<file path="src/rtl/fe_tx_pcs_pkg.sv">
package fe_tx_pcs_pkg;

    localparam int NIB_W    = 4;
    localparam int GRP_W    = 5;
    localparam int CNT_W    = $clog2(GRP_W);
    localparam int SCR_LEN  = 11;
    localparam int SCR_TAP  = 9;
    localparam logic [SCR_LEN-1:0] SCR_SEED = '1;

    typedef logic [GRP_W-1:0] grp_t;

    localparam grp_t CG_IDLE = 5'b11111;
    localparam grp_t CG_J    = 5'b11000;
    localparam grp_t CG_K    = 5'b10001;
    localparam grp_t CG_T    = 5'b01101;
    localparam grp_t CG_R    = 5'b00111;
    localparam grp_t CG_HALT = 5'b00100;

    localparam logic [1:0] LINE_ZERO = 2'b00;
    localparam logic [1:0] LINE_POS  = 2'b01;
    localparam logic [1:0] LINE_NEG  = 2'b11;

    typedef enum logic [1:0] {
        FR_IDLE = 2'd0,
        FR_K    = 2'd1,
        FR_DATA = 2'd2,
        FR_R    = 2'd3
    } frame_st_e;

    typedef struct packed {
        logic             valid;
        logic             error;
        logic [NIB_W-1:0] data;
    } mii_nib_t;

    function automatic grp_t enc_4b5b(input logic [NIB_W-1:0] d);
        grp_t g;
        case (d)
            4'h0: g = 5'b11110;
            4'h1: g = 5'b01001;
            4'h2: g = 5'b10100;
            4'h3: g = 5'b10101;
            4'h4: g = 5'b01010;
            4'h5: g = 5'b01011;
            4'h6: g = 5'b01110;
            4'h7: g = 5'b01111;
            4'h8: g = 5'b10010;
            4'h9: g = 5'b10011;
            4'hA: g = 5'b10110;
            4'hB: g = 5'b10111;
            4'hC: g = 5'b11010;
            4'hD: g = 5'b11011;
            4'hE: g = 5'b11100;
            default: g = 5'b11101;
        endcase
        return g;
    endfunction

    // Phase 0 and 2 are both zero level; 1 is plus, 3 is minus.
    function automatic logic [1:0] phase_to_line(input logic [1:0] ph);
        logic [1:0] l;
        case (ph)
            2'd1:    l = LINE_POS;
            2'd3:    l = LINE_NEG;
            default: l = LINE_ZERO;
        endcase
        return l;
    endfunction

endpackage

</file>
<file path="src/rtl/fe_tx_group_sel.sv">
module fe_tx_group_sel
    import fe_tx_pcs_pkg::*;
(
    input  logic     clk,
    input  logic     rst,
    input  mii_nib_t nib,
    output logic     take,
    output grp_t     grp
);

    localparam logic [CNT_W-1:0] CNT_LAST = CNT_W'(GRP_W - 1);

    logic [CNT_W-1:0] cnt;
    frame_st_e        st;
    frame_st_e        st_nx;

    always_ff @(posedge clk) begin
        if (rst)                cnt <= '0;
        else if (cnt == CNT_LAST) cnt <= '0;
        else                    cnt <= cnt + 1'b1;
    end

    assign take = (cnt == CNT_LAST);

    always_comb begin
        st_nx = st;
        grp   = CG_IDLE;
        case (st)
            FR_IDLE: begin
                if (nib.valid) begin
                    grp   = CG_J;
                    st_nx = FR_K;
                end
            end
            FR_K: begin
                grp   = CG_K;
                st_nx = FR_DATA;
            end
            FR_DATA: begin
                if (!nib.valid) begin
                    grp   = CG_T;
                    st_nx = FR_R;
                end else if (nib.error) begin
                    grp = CG_HALT;
                end else begin
                    grp = enc_4b5b(nib.data);
                end
            end
            default: begin
                grp   = CG_R;
                st_nx = FR_IDLE;
            end
        endcase
    end

    always_ff @(posedge clk) begin
        if (rst)       st <= FR_IDLE;
        else if (take) st <= st_nx;
    end

    assert_take_gap_R1: assert property (@(posedge clk) disable iff (rst)
        take |=> !take);

    assert_frame_open_R3: assert property (@(posedge clk) disable iff (rst)
        (take && st == FR_IDLE && nib.valid) |=> (st == FR_K));

    assert_tail_close_R6: assert property (@(posedge clk) disable iff (rst)
        (take && st == FR_R) |=> (st == FR_IDLE));

endmodule

</file>
<file path="src/rtl/fe_tx_serial_scr.sv">
module fe_tx_serial_scr
    import fe_tx_pcs_pkg::*;
(
    input  logic clk,
    input  logic rst,
    input  logic load,
    input  grp_t grp,
    output logic sbit
);

    grp_t               sr;
    logic [SCR_LEN-1:0] lfsr;
    logic               fb;

    assign fb   = lfsr[SCR_LEN-1] ^ lfsr[SCR_TAP-1];
    assign sbit = sr[GRP_W-1] ^ fb;

    always_ff @(posedge clk) begin
        if (rst) begin
            sr   <= CG_IDLE;
            lfsr <= SCR_SEED;
        end else begin
            lfsr <= {lfsr[SCR_LEN-2:0], fb};
            if (load) sr <= grp;
            else      sr <= {sr[GRP_W-2:0], 1'b0};
        end
    end

    assert_lfsr_live_R7: assert property (@(posedge clk) disable iff (rst)
        lfsr != '0);

endmodule

</file>
<file path="src/rtl/fe_tx_mlt3.sv">
module fe_tx_mlt3
    import fe_tx_pcs_pkg::*;
(
    input  logic       clk,
    input  logic       rst,
    input  logic       sbit,
    output logic [1:0] line
);

    logic [1:0] ph;

    always_ff @(posedge clk) begin
        if (rst)       ph <= 2'd0;
        else if (sbit) ph <= ph + 2'd1;
    end

    assign line = phase_to_line(ph);

    assert_hold_on_zero_R8: assert property (@(posedge clk) disable iff (rst)
        !sbit |=> $stable(line));

    assert_no_jump_R8: assert property (@(posedge clk) disable iff (rst)
        ($past(line) == LINE_POS) |-> (line != LINE_NEG));

endmodule

</file>
<file path="src/rtl/fe_tx_carrier.sv">
module fe_tx_carrier (
    input  logic clk,
    input  logic rst,
    input  logic tx_req,
    input  logic rx_busy,
    input  logic full_dpx,
    output logic carrier,
    output logic collide
);

    always_ff @(posedge clk) begin
        if (rst) begin
            carrier <= 1'b0;
            collide <= 1'b0;
        end else begin
            carrier <= rx_busy | (tx_req & ~full_dpx);
            collide <= tx_req & rx_busy & ~full_dpx;
        end
    end

    assert_rx_sense_R9: assert property (@(posedge clk) disable iff (rst)
        rx_busy |=> carrier);

    assert_fdx_quiet_R10: assert property (@(posedge clk) disable iff (rst)
        full_dpx |=> !collide);

endmodule

</file>
<file path="src/rtl/fe_tx_pcs.sv">
module fe_tx_pcs
    import fe_tx_pcs_pkg::*;
(
    input  logic             clk,
    input  logic             rst,
    input  logic [NIB_W-1:0] nib_data,
    input  logic             nib_valid,
    input  logic             nib_error,
    input  logic             rx_busy,
    input  logic             full_dpx,
    output logic             nib_take,
    output logic [1:0]       line_lvl,
    output logic             carrier,
    output logic             collide
);

    mii_nib_t nib;
    grp_t     grp;
    logic     sbit;

    assign nib = '{valid: nib_valid, error: nib_error, data: nib_data};

    fe_tx_group_sel u_sel (
        .clk  (clk),
        .rst  (rst),
        .nib  (nib),
        .take (nib_take),
        .grp  (grp)
    );

    fe_tx_serial_scr u_scr (
        .clk  (clk),
        .rst  (rst),
        .load (nib_take),
        .grp  (grp),
        .sbit (sbit)
    );

    fe_tx_mlt3 u_mlt (
        .clk  (clk),
        .rst  (rst),
        .sbit (sbit),
        .line (line_lvl)
    );

    fe_tx_carrier u_crs (
        .clk      (clk),
        .rst      (rst),
        .tx_req   (nib_valid),
        .rx_busy  (rx_busy),
        .full_dpx (full_dpx),
        .carrier  (carrier),
        .collide  (collide)
    );

    assert_reset_quiet_R11: assert property (@(posedge clk)
        $past(rst) |-> (line_lvl == LINE_ZERO && !carrier && !collide));

endmodule

</file>
<file path="config.mk">
export PLATFORM = sky130hd
export DESIGN_NAME = fe_tx_pcs
export DESIGN_NICKNAME = d
export VERILOG_FILES = /design/src/rtl/fe_tx_pcs_pkg.sv /design/src/rtl/fe_tx_group_sel.sv /design/src/rtl/fe_tx_serial_scr.sv /design/src/rtl/fe_tx_mlt3.sv /design/src/rtl/fe_tx_carrier.sv /design/src/rtl/fe_tx_pcs.sv
export SDC_FILE = /design/constraint.sdc
export NUM_CORES = 1
export LEC_CHECK = 0
export BUFFER_PORTS_ARGS = -buffer_cell sky130_fd_sc_hd__buf_2
export CORE_ASPECT_RATIO = 0.75
export CORE_MARGIN = 1
export CORE_UTILIZATION = 45
export CTS_BUF_LIST = sky130_fd_sc_hd__clkbuf_2 sky130_fd_sc_hd__clkbuf_4 sky130_fd_sc_hd__clkbuf_8
export CTS_CLUSTER_SIZE = 28
export DETAILED_ROUTE_END_ITERATION = 16
export PLACE_DENSITY = 0.72
export SETUP_SLACK_MARGIN = 0.05
export SYNTH_ARGS = -nofsm -noshare
export SYNTH_HDL_FRONTEND = slang
export SYNTH_SLANG_ARGS = --single-unit
</file>
<file path="constraint.sdc">
create_clock -name clk -period 1.6 [get_ports clk]
set_input_delay 0.08 -clock clk [delete_from_list [all_inputs] [get_ports clk]]
set_output_delay 0.08 -clock clk [all_outputs]
set_load 0.01 [all_outputs]
</file>
==> results_dict.tcl, run 1 <==
set metrics [dict create \
    h-tree-depth 1 \
    endpoint_kind "register" \
    switching_share_pct 25.3 \
    start_util_pct 50.1 \
    drv_cap 0 \
    synthArstFlopShare_pct 0 \
    cts.sinks 25 \
    synth_largest_area_cell "dfxtp_1" \
    clockRootBuffer "clkbuf_4" \
    fin_crit_sh_pct 92.4 \
    fin_ws_ps 121 \
    clockBufferDepth 2 \
    worst_clock_skew_ps 6.50 \
    num_antenna_cells 0 \
    viasPerCell 5.08 \
    hold_class "in -> reg" \
    tns_ps 0 \
    synth_cells 110 \
    syn-num-nets 128 \
    netlist_top_cells_count "dfxtp_1, inv_1, or2_2, ha_1" \
    arrival_ps 1720 \
    p_per_area_mw_per_mm2 866 \
    p_leak_uw 0.000558 \
    internal-power_uw 809 \
    cts_inserted_buffers 3 \
    drtAntennaViolNets 0 \
    die_h_um 44.1 \
    die_area_mm2 0.00256 \
    worst_pin_slew_ps 607 \
    start_kind "register" \
    die_x_um 58.1 \
    rsz0062_at_grt "no" \
    fin_crit_ps 1480 \
    place_ws_ps 36.1 \
    firstDrtPassIters 4 \
    critPathRequiredTime_ps 1840 \
    cp_slowest_stage_delay_ps 410 \
    tritoncts "done" \
    core_area_mm2 0.00212 \
    io_buffer_count 14 \
    synth_edf_count 0 \
    drc 0 \
    yosysSeqAreaShare_pct 47.2 \
    ys_warn_count 0 \
    power_frac_seq_pct 61.8 \
    place_hpwl_mm 1.33 \
    syn_avg_cell_area_um2 9.65 \
    gp_congestion 0.869 \
    critPathKind "reg -> reg" \
    path_cells "inv_2, ha_4, mux2_4, or4_1, o31ai_1" \
    hold_viol 0 \
    path_clk_slew_ps 140 \
    routed_wl_mm 1.88 \
    grt-ovfl-total 0 \
    worst-path-buf-inv 1 \
    ir_worst_vdd_mv 0.291 \
    area_delta_synth_final_pct 17.8 \
    ys_seq_elements 25 \
    fin_nets 147 \
    grt_pass1_wl_mm 3.15 \
    fmax_ghz 0.676 \
    drt_iter0_drc 19 \
    grt_pass1_vias 746 \
    synthTopCellsByArea "dfxtp_1, ha_1, or2_2" \
    stdcell_area_mm2 0.00125 \
    pwr-share-comb_pct 12.2 \
    rows 14 \
    path_delay_family "simple AND/OR/NAND/NOR gates" \
    crit_fanout 5 \
    synth_area_mm2 0.00106 \
    setup_viol 0 \
    drv_slew 0 \
    synth_ff_type "dfxtp_1" \
    clock_latency_ps 320 \
    synth_top_area_share_pct 47.2 \
    dpl_cell_area_mm2 0.00117 \
    io_pins 15 \
    ys_types 34 \
    drive_gt1_share_pct 31.3 \
    antenna_found_initial 0 \
    wl_per_cell_um 11.7 \
    clkPwrFrac_pct 26.0 \
    p_switching_uw 274 \
    post-synth-top-count-cell "dfxtp_1" \
    grt_max_degree 26 \
    track_usage_pct 17.0 \
    slew_headroom_pct 58.5 \
    status "finished, final reports clean" \
    cp_slowest_cell "or4_1" \
    vias 812 \
]
[power by group through the flow]
stage	Sequential, µW	Combinational, µW	Clock, µW
2_1_floorplan	681	80.7	0
3_3_place_gp	681	120	0
3_5_place_dp	684	125	0
4_1_cts	670	128	294
5_1_grt	672	148	314
6_report	669	132	282
[timing repair]
action,4_1_cts,5_1_grt
endpoints found under the hold margin,1,0
endpoints found under the setup margin,2,3
hold buffers,1,0
buffers inserted,0,1
gates resized for setup,4,8
[flip-flops by register name, summed over array words and instances (netlist names)]
signal	cells
u_scr.lfsr	11
u_scr.sr	5
u_sel.cnt	3
u_mlt.ph	2
u_sel.st	2
u_crs.carrier	1
u_crs.collide	1
[cell usage in the layout, fill, tap and decap left out, drive strengths merged, types with 2 or more instances in the layout]
cell type | synthesis | layout
a21oi | 6 | 6
buf | 1 | 16
clkbuf | 2 | 3
dfxtp | 25 | 25
ha | 8 | 8
inv | 13 | 13
nand2 | 3 | 3
nor2 | 6 | 6
nor3 | 5 | 5
nor3b | 2 | 2
nor4 | 2 | 2
o211ai | 2 | 2
o31ai | 3 | 3
o41ai | 2 | 2
or2 | 12 | 12
[metal layers]
layer  vias up  GRT usage [%]  part of all wire (%)
met5         -              0                     0
met4         0           8.10                   1.5
met3         4           5.56                   5.4
met2        29           26.4                    45
met1       369           21.8                    48
li1        410              -                     -
[worst register-to-register path, delay by kind of cell, from the launching register on]
family                   cells  cell delay [ps]
adder cells (fa/ha/maj)      1              180
buffers and inverters        1               70
flip-flops                   1              380
AND/OR/NAND/NOR              1              410
multiplexers                 1              290
AO/OA/AOI/OAI                1               80
[through the flow]
stage	hold slack, ps	util [%]	instances	total power, µW
after floorplan	181	-	110	761
after global placement	294	55.0	154	801
after detailed placement	313	55.0	154	808
after CTS	57.3	57.1	159	1090
after global routing	77.0	59.0	160	1140
final	61.0	59.0	160	1080
[final cells by class]
type / instances / area, µm²
Timing Repair Buffer: 17 / 95.1
Tap cell: 32 / 40.0
Inverter: 13 / 48.8
Fill cell: 185 / 870
Sequential cell: 25 / 507
Multi-Input combinational cell: 69 / 532
Clock inverter: 1 / 5.00
Clock buffer: 3 / 22.5
[path summary, 6_finish.rpt]
kind / start / endpoint / slack, ps / depth (start not counted)
worst max-delay path: u_sel.st[0] / u_sel.st[0] / 120 / 5
worst max register to register: u_sel.st[0] / u_sel.st[0] / 120 / 5
worst min register to register: u_scr.lfsr[2] / u_scr.lfsr[3] / 430 / 1
worst min-delay path: full_dpx / u_crs.carrier / 60 / 4
[kinds of logic (layout without fill, tap and decap cells)]
logic type	after synthesis	after routing	share of synthesized area (%)
and+or+nand+nor	38	38	20.3
DFF	25	25	47.2
AOI/OAI and AO/OA	19	19	12.1
buffers and inverters	16	34	5.78
adders and majority gates	8	8	9.43
xor gates and xnor gates	3	3	3.77
muxes	1	1	1.41
Note: power is estimated with default switching activity, not from simulation.
==> run 2, diff against run 1 <==
Settings changed: CORE_UTILIZATION 45 to 57, PLACE_DENSITY 0.72 to 0.86.
==> run 2 against run 1 <==
  * Worst setup slack worse by 44 ps
  * Cell area rose by 0.60%
  * Via count rose by 0.99%
  * Power is 0.93% higher
  * Wire length rose by 11%
  * Die area is 20% lower
  * Sequential power about the same
  * Sequential cell count unchanged
  * Sequential share of layout area is essentially flat
  * Register-to-register slack got worse by 40 ps
  * Combinational power about the same
  * Utilization up 13 points
==> results_dict.tcl, run 2 (synthesis results as in run 1) <==
set metrics [dict create \
    grt-ovfl-total 0 \
    timing.rr.end "u_sel.st[0]" \
    crit_fanout 5 \
    num_antenna_cells 0 \
    p_leak_uw 0.000554 \
    power_uw 1090 \
    nFillCells 135 \
    switching_share_pct 24.3 \
    core_area_mm2 0.00174 \
    tns_ps 0 \
    hold_class "in -> reg" \
    hold_path_end "u_crs.carrier" \
    drive_gt1_share_pct 33.9 \
    hold_viol 0 \
    worst_hold_path.num_cells 4 \
    tritoncts "done" \
    grt_pass1_wl_mm 3.13 \
    layout_commonest_cell "dfxtp_1" \
    ir_worst_vdd_mv 0.746 \
    drv_cap 0 \
    die_x_um 51.8 \
    h-tree-depth 1 \
    start_kind "register" \
    setup_viol 0 \
    io_buffer_count 14 \
    rows 13 \
    io_pins 15 \
    p_switching_uw 265 \
    critPathRequiredTime_ps 1820 \
    firstDrtPassIters 4 \
    fin_nets 146 \
    fin_crit_sh_pct 95.2 \
    path_clk_slew_ps 130 \
    cts.sinks 25 \
    p_per_area_mw_per_mm2 869 \
    routed_wl_mm 2.09 \
    cts_inserted_buffers 3 \
    layout_common_cells "dfxtp_1, buf_2, or2_2" \
    clkPwrFrac_pct 26.5 \
    slew_headroom_pct 69.8 \
    drc 0 \
    viasPerCell 5.50 \
    power_frac_seq_pct 61.1 \
    fin_crit_ps 1520 \
    drv_slew 0 \
    fmax_ghz 0.657 \
    largest_reg_flops 11 \
    min_from "full_dpx" \
    status "finished, final reports clean" \
    die_h_um 39.4 \
    internal-power_uw 828 \
    area_delta_synth_final_pct 18.5 \
    critPathKind "reg -> reg" \
    vias 820 \
    regArea_um2 509 \
    drt_iter0_drc 8 \
    endpoint_kind "register" \
    regMostFlops "u_scr.lfsr" \
    antenna_found_initial 0 \
    rsz0062_at_grt "yes" \
    top_regs "u_scr.lfsr (11), u_scr.sr (5), u_sel.cnt (3)" \
    die_area_mm2 0.00204 \
    wl_per_cell_um 14.0 \
    r2r-start "u_sel.st[0]" \
    multi_input_area_um2 552 \
    arrival_ps 1740 \
    r2r_setup_slack_ps 80 \
    grt_max_degree 26 \
    r2r_cells 5 \
    clock_latency_ps 320 \
    worst_pin_slew_ps 442 \
    gp_congestion 0.863 \
    clockBufferDepth 2 \
    grt_pass1_vias 741 \
    worst_clock_skew_ps 10.3 \
    track_usage_pct 22.4 \
    drtAntennaViolNets 0 \
    start_util_pct 61.0 \
    clockRootBuffer "clkbuf_4" \
    pwr-share-comb_pct 12.4 \
    place_hpwl_mm 1.47 \
    postCtsSetupBuffers 0 \
]
run 2: cell count changes in the layout (fill, tap and decap cells not counted), sizes merged:
cell,delta
buf,-1
clkbuf,+1
clkinv,-1
run 2: stage by stage:
| step | instances | area, µm² | setup WS (ps) | hold slack (ps) | util [%] |
|---|---|---|---|---|---|
| 6_report | 149 | 1260 | 77.5 | 61.2 | 72.3 |
| 5_1_grt | 149 | 1260 | 35.0 | 64.2 | 72.3 |
| 4_1_cts | 149 | 1200 | 18.3 | 62.5 | 69.2 |
| 3_5_place_dp | 144 | 1150 | -32.9 | 307 | 66.3 |
| 3_3_place_gp | 144 | 1150 | 108 | 300 | 66.3 |
| 2_1_floorplan | 110 | 1060 | 150 | 181 | - |
run 2: metal layers:
layer	wire [µm]	part of all wire [%]	GRT usage [%]	vias up
met1	954	46	25.5	375
met3	106	5.1	9.69	6
met4	38	1.8	10.1	0
met2	988	47	36.5	23
li1	-	-	-	416
met5	0	0	0	-
run 2: how the worst max path moves through the flow:
stage	from	endpoint	slack, ps	depth (start not counted)
finish	u_sel.st[0]	u_sel.st[0]	80	5
global route	u_sel.st[0]	u_sel.st[0]	40	5
CTS	u_sel.st[0]	u_sel.st[0]	20	5
detailed placement	u_sel.st[0]	u_sel.st[0]	-30	5
global placement	u_sel.st[0]	u_sel.st[0]	110	5
floorplan	u_sel.st[0]	u_sel.st[0]	150	5
run 2: cell type report:
cell class / count / share of cell area, %
inverters: 13 / 4.08
well taps: 22 / 2.19
flip-flops and latches: 25 / 40.5
clock buffers: 4 / 2.39
multi-input cells: 69 / 43.9
repair buffers: 16 / 6.97
run 2: what timing repair did:
action	CTS	global route
resized for setup	5	14
hold buffers	1	0
cloned	0	0
endpoints found under the setup margin	2	2
endpoints found under the hold margin	1	0
run 2: worst max-delay path, stage by stage, from the launching register on:
cell and delay [ps]:
dfxtp_4 390, inv_4 60, ha_4 170, mux2_4 290, or4_4 440, o31ai_4 80
run 2: power groups by stage:
stage / clock network, µW / registers [µW] / logic [µW]
final: 290 / 668 / 135
after global routing: 327 / 672 / 155
after CTS: 297 / 670 / 130
after detailed placement: 0 / 683 / 125
after global placement: 0 / 681 / 119
after floorplan: 0 / 681 / 80.7
==> run 3, diff against run 2 <==
Settings changed: PLACE_DENSITY 0.86 to not set, PLACE_DENSITY_LB_ADDON set to 0.05.
==> run 3 against run 2 <==
  * Highest routed layer unchanged
  * Worst hold slack better by 2.5 ps
  * Critical endpoint unchanged
  * Die area stayed put
  * Maximum frequency is 2.1% lower
==> results_dict.tcl, run 3 (synthesis results as in run 1) <==
set metrics [dict create \
    vias 811 \
    layout_commonest_cell "dfxtp_1" \
    top_layer "met4" \
    io_pins 15 \
    clockRootBuffer "clkbuf_4" \
    cp_slowest_stage_delay_ps 450 \
    io_buffer_count 14 \
    path_cells "inv_2, ha_2, mux2_4, or4_4, o31ai_4" \
    r2r_setup_slack_ps 40 \
    arrival_ps 1780 \
    ir_worst_vdd_mv 0.823 \
    dp.cells 144 \
    p_leak_uw 0.000560 \
    tritoncts "done" \
    wl_met3_um 100 \
    grt_pass1_vias 668 \
    grt_pass1_wl_mm 2.90 \
    slew_headroom_pct 62.5 \
    worst_clock_skew_ps 4.60 \
    regMostFlops "u_scr.lfsr" \
    cts.sinks 25 \
    wl_per_cell_um 12.6 \
    num_antenna_cells 0 \
    place_hpwl_mm 1.29 \
    drc 0 \
    hold_viol 0 \
    drv_slew 0 \
    cts_inserted_buffers 3 \
    grt_max_degree 26 \
    critPathKind "reg -> reg" \
    rows 13 \
    worst_pin_slew_ps 548 \
    layout_common_cells "dfxtp_1, buf_2, inv_1" \
    die_x_um 51.8 \
    power_uw 1090 \
    timing.rr.end "u_sel.st[0]" \
    min_from "full_dpx" \
    endpoint_kind "register" \
    largest_reg_flops 11 \
    firstDrtPassIters 4 \
    p_per_area_mw_per_mm2 872 \
    core_area_mm2 0.00174 \
    cp_slowest_cell "or4_4" \
    fin_cells 150 \
    drive_gt1_share_pct 32.0 \
    fin_crit_sh_pct 97.2 \
    start_kind "register" \
    area_delta_synth_final_pct 17.6 \
    switching_share_pct 23.7 \
    p_switching_uw 258 \
    wl_met1_um 933 \
    fin_nets 147 \
    hold_class "in -> reg" \
    internal-power_uw 830 \
    clkPwrFrac_pct 26.3 \
    setup_viol 0 \
    worst_hold_path.num_cells 4 \
    top_regs "u_scr.lfsr (11), u_scr.sr (5), u_sel.cnt (3)" \
    r2r-start "u_sel.st[0]" \
    drt_iter0_drc 32 \
    r2r_cells 5 \
    gp_congestion 0.817 \
    pwr-share-comb_pct 12.4 \
    clock_latency_ps 310 \
    hold_path_end "u_crs.carrier" \
    track_usage_pct 21.1 \
    status "finished, final reports clean" \
    grt-ovfl-total 0 \
    drtAntennaViolNets 0 \
    routed_wl_mm 1.90 \
    drv_cap 0 \
    start_util_pct 61.0 \
    rsz0062_at_grt "yes" \
    die_area_mm2 0.00204 \
    viasPerCell 5.41 \
    fmax_ghz 0.643 \
    path_clk_slew_ps 120 \
    antenna_found_initial 0 \
    crit_fanout 5 \
    critPathRequiredTime_ps 1830 \
    die_h_um 39.4 \
    fin_crit_ps 1560 \
    h-tree-depth 1 \
    power_frac_seq_pct 61.3 \
    clockBufferDepth 2 \
    met2_length_um 808 \
]
==> run 3: worst max path at each step <==
stage,startpoint,endpoint,slack (ps),cells past startpoint
floorplan,u_sel.st[0],u_sel.st[0],150,5
global placement,u_sel.st[0],u_sel.st[0],110,5
detailed placement,u_sel.st[0],u_sel.st[0],60,5
CTS,u_sel.st[0],u_sel.st[0],60,5
global route,u_sel.st[1],u_sel.st[0],-10,5
finish,u_sel.st[0],u_sel.st[0],40,5
==> run 3: power groups by stage <==
stage,Clock (µW),Sequential [µW],Combinational (µW)
after floorplan,0,681,80.7
after global placement,0,681,120
after detailed placement,0,683,125
after CTS,299,669,128
after global routing,320,671,157
final,286,667,135
==> run 3: per-layer routing <==
layer,track usage (%),vias up
met3,6.98,9
met2,35.9,22
met5,0,-
met1,24.9,370
met4,8.11,0
li1,-,410
==> run 3: what timing repair did <==
item / in CTS / in global routing
endpoints found under the hold margin: 1 / 0
setup buffers: 0 / 1
hold buffers: 1 / 0
setup endpoints to repair: 2 / 2
pin swaps: 0 / 1
resized for setup: 3 / 10
==> run 3: area by class of cell <==
type                    count  area (µm²)
clock buffers               4        30.0
fillers                   133         493
inverters                  13        48.8
multi-input cells          69         539
flip-flops and latches     25         507
well taps                  22        27.5
repair buffers             17        95.1
==> run 3: critical path: cells and delay by family (launching register included) <==
kind	cells	cell delay, ps
AND/OR/NAND/NOR	1	450
flip-flops	1	380
multiplexers	1	290
adder cells (fa/ha/maj)	1	200
buffers and inverters	1	80
AO/OA/AOI/OAI	1	80
==> run 3: through the flow <==
step	TNS, ps	hold slack (ps)	util (%)	setup slack [ps]	instance area [µm²]
CTS	0	61.2	68.9	55.9	1200
detailed placement	0	305	66.3	60.7	1150
global route	-10.7	74.8	71.7	-10.7	1250
finish	0	63.6	71.7	44.5	1250
global placement	0	299	66.3	111	1150
floorplan	0	181	-	150	1060
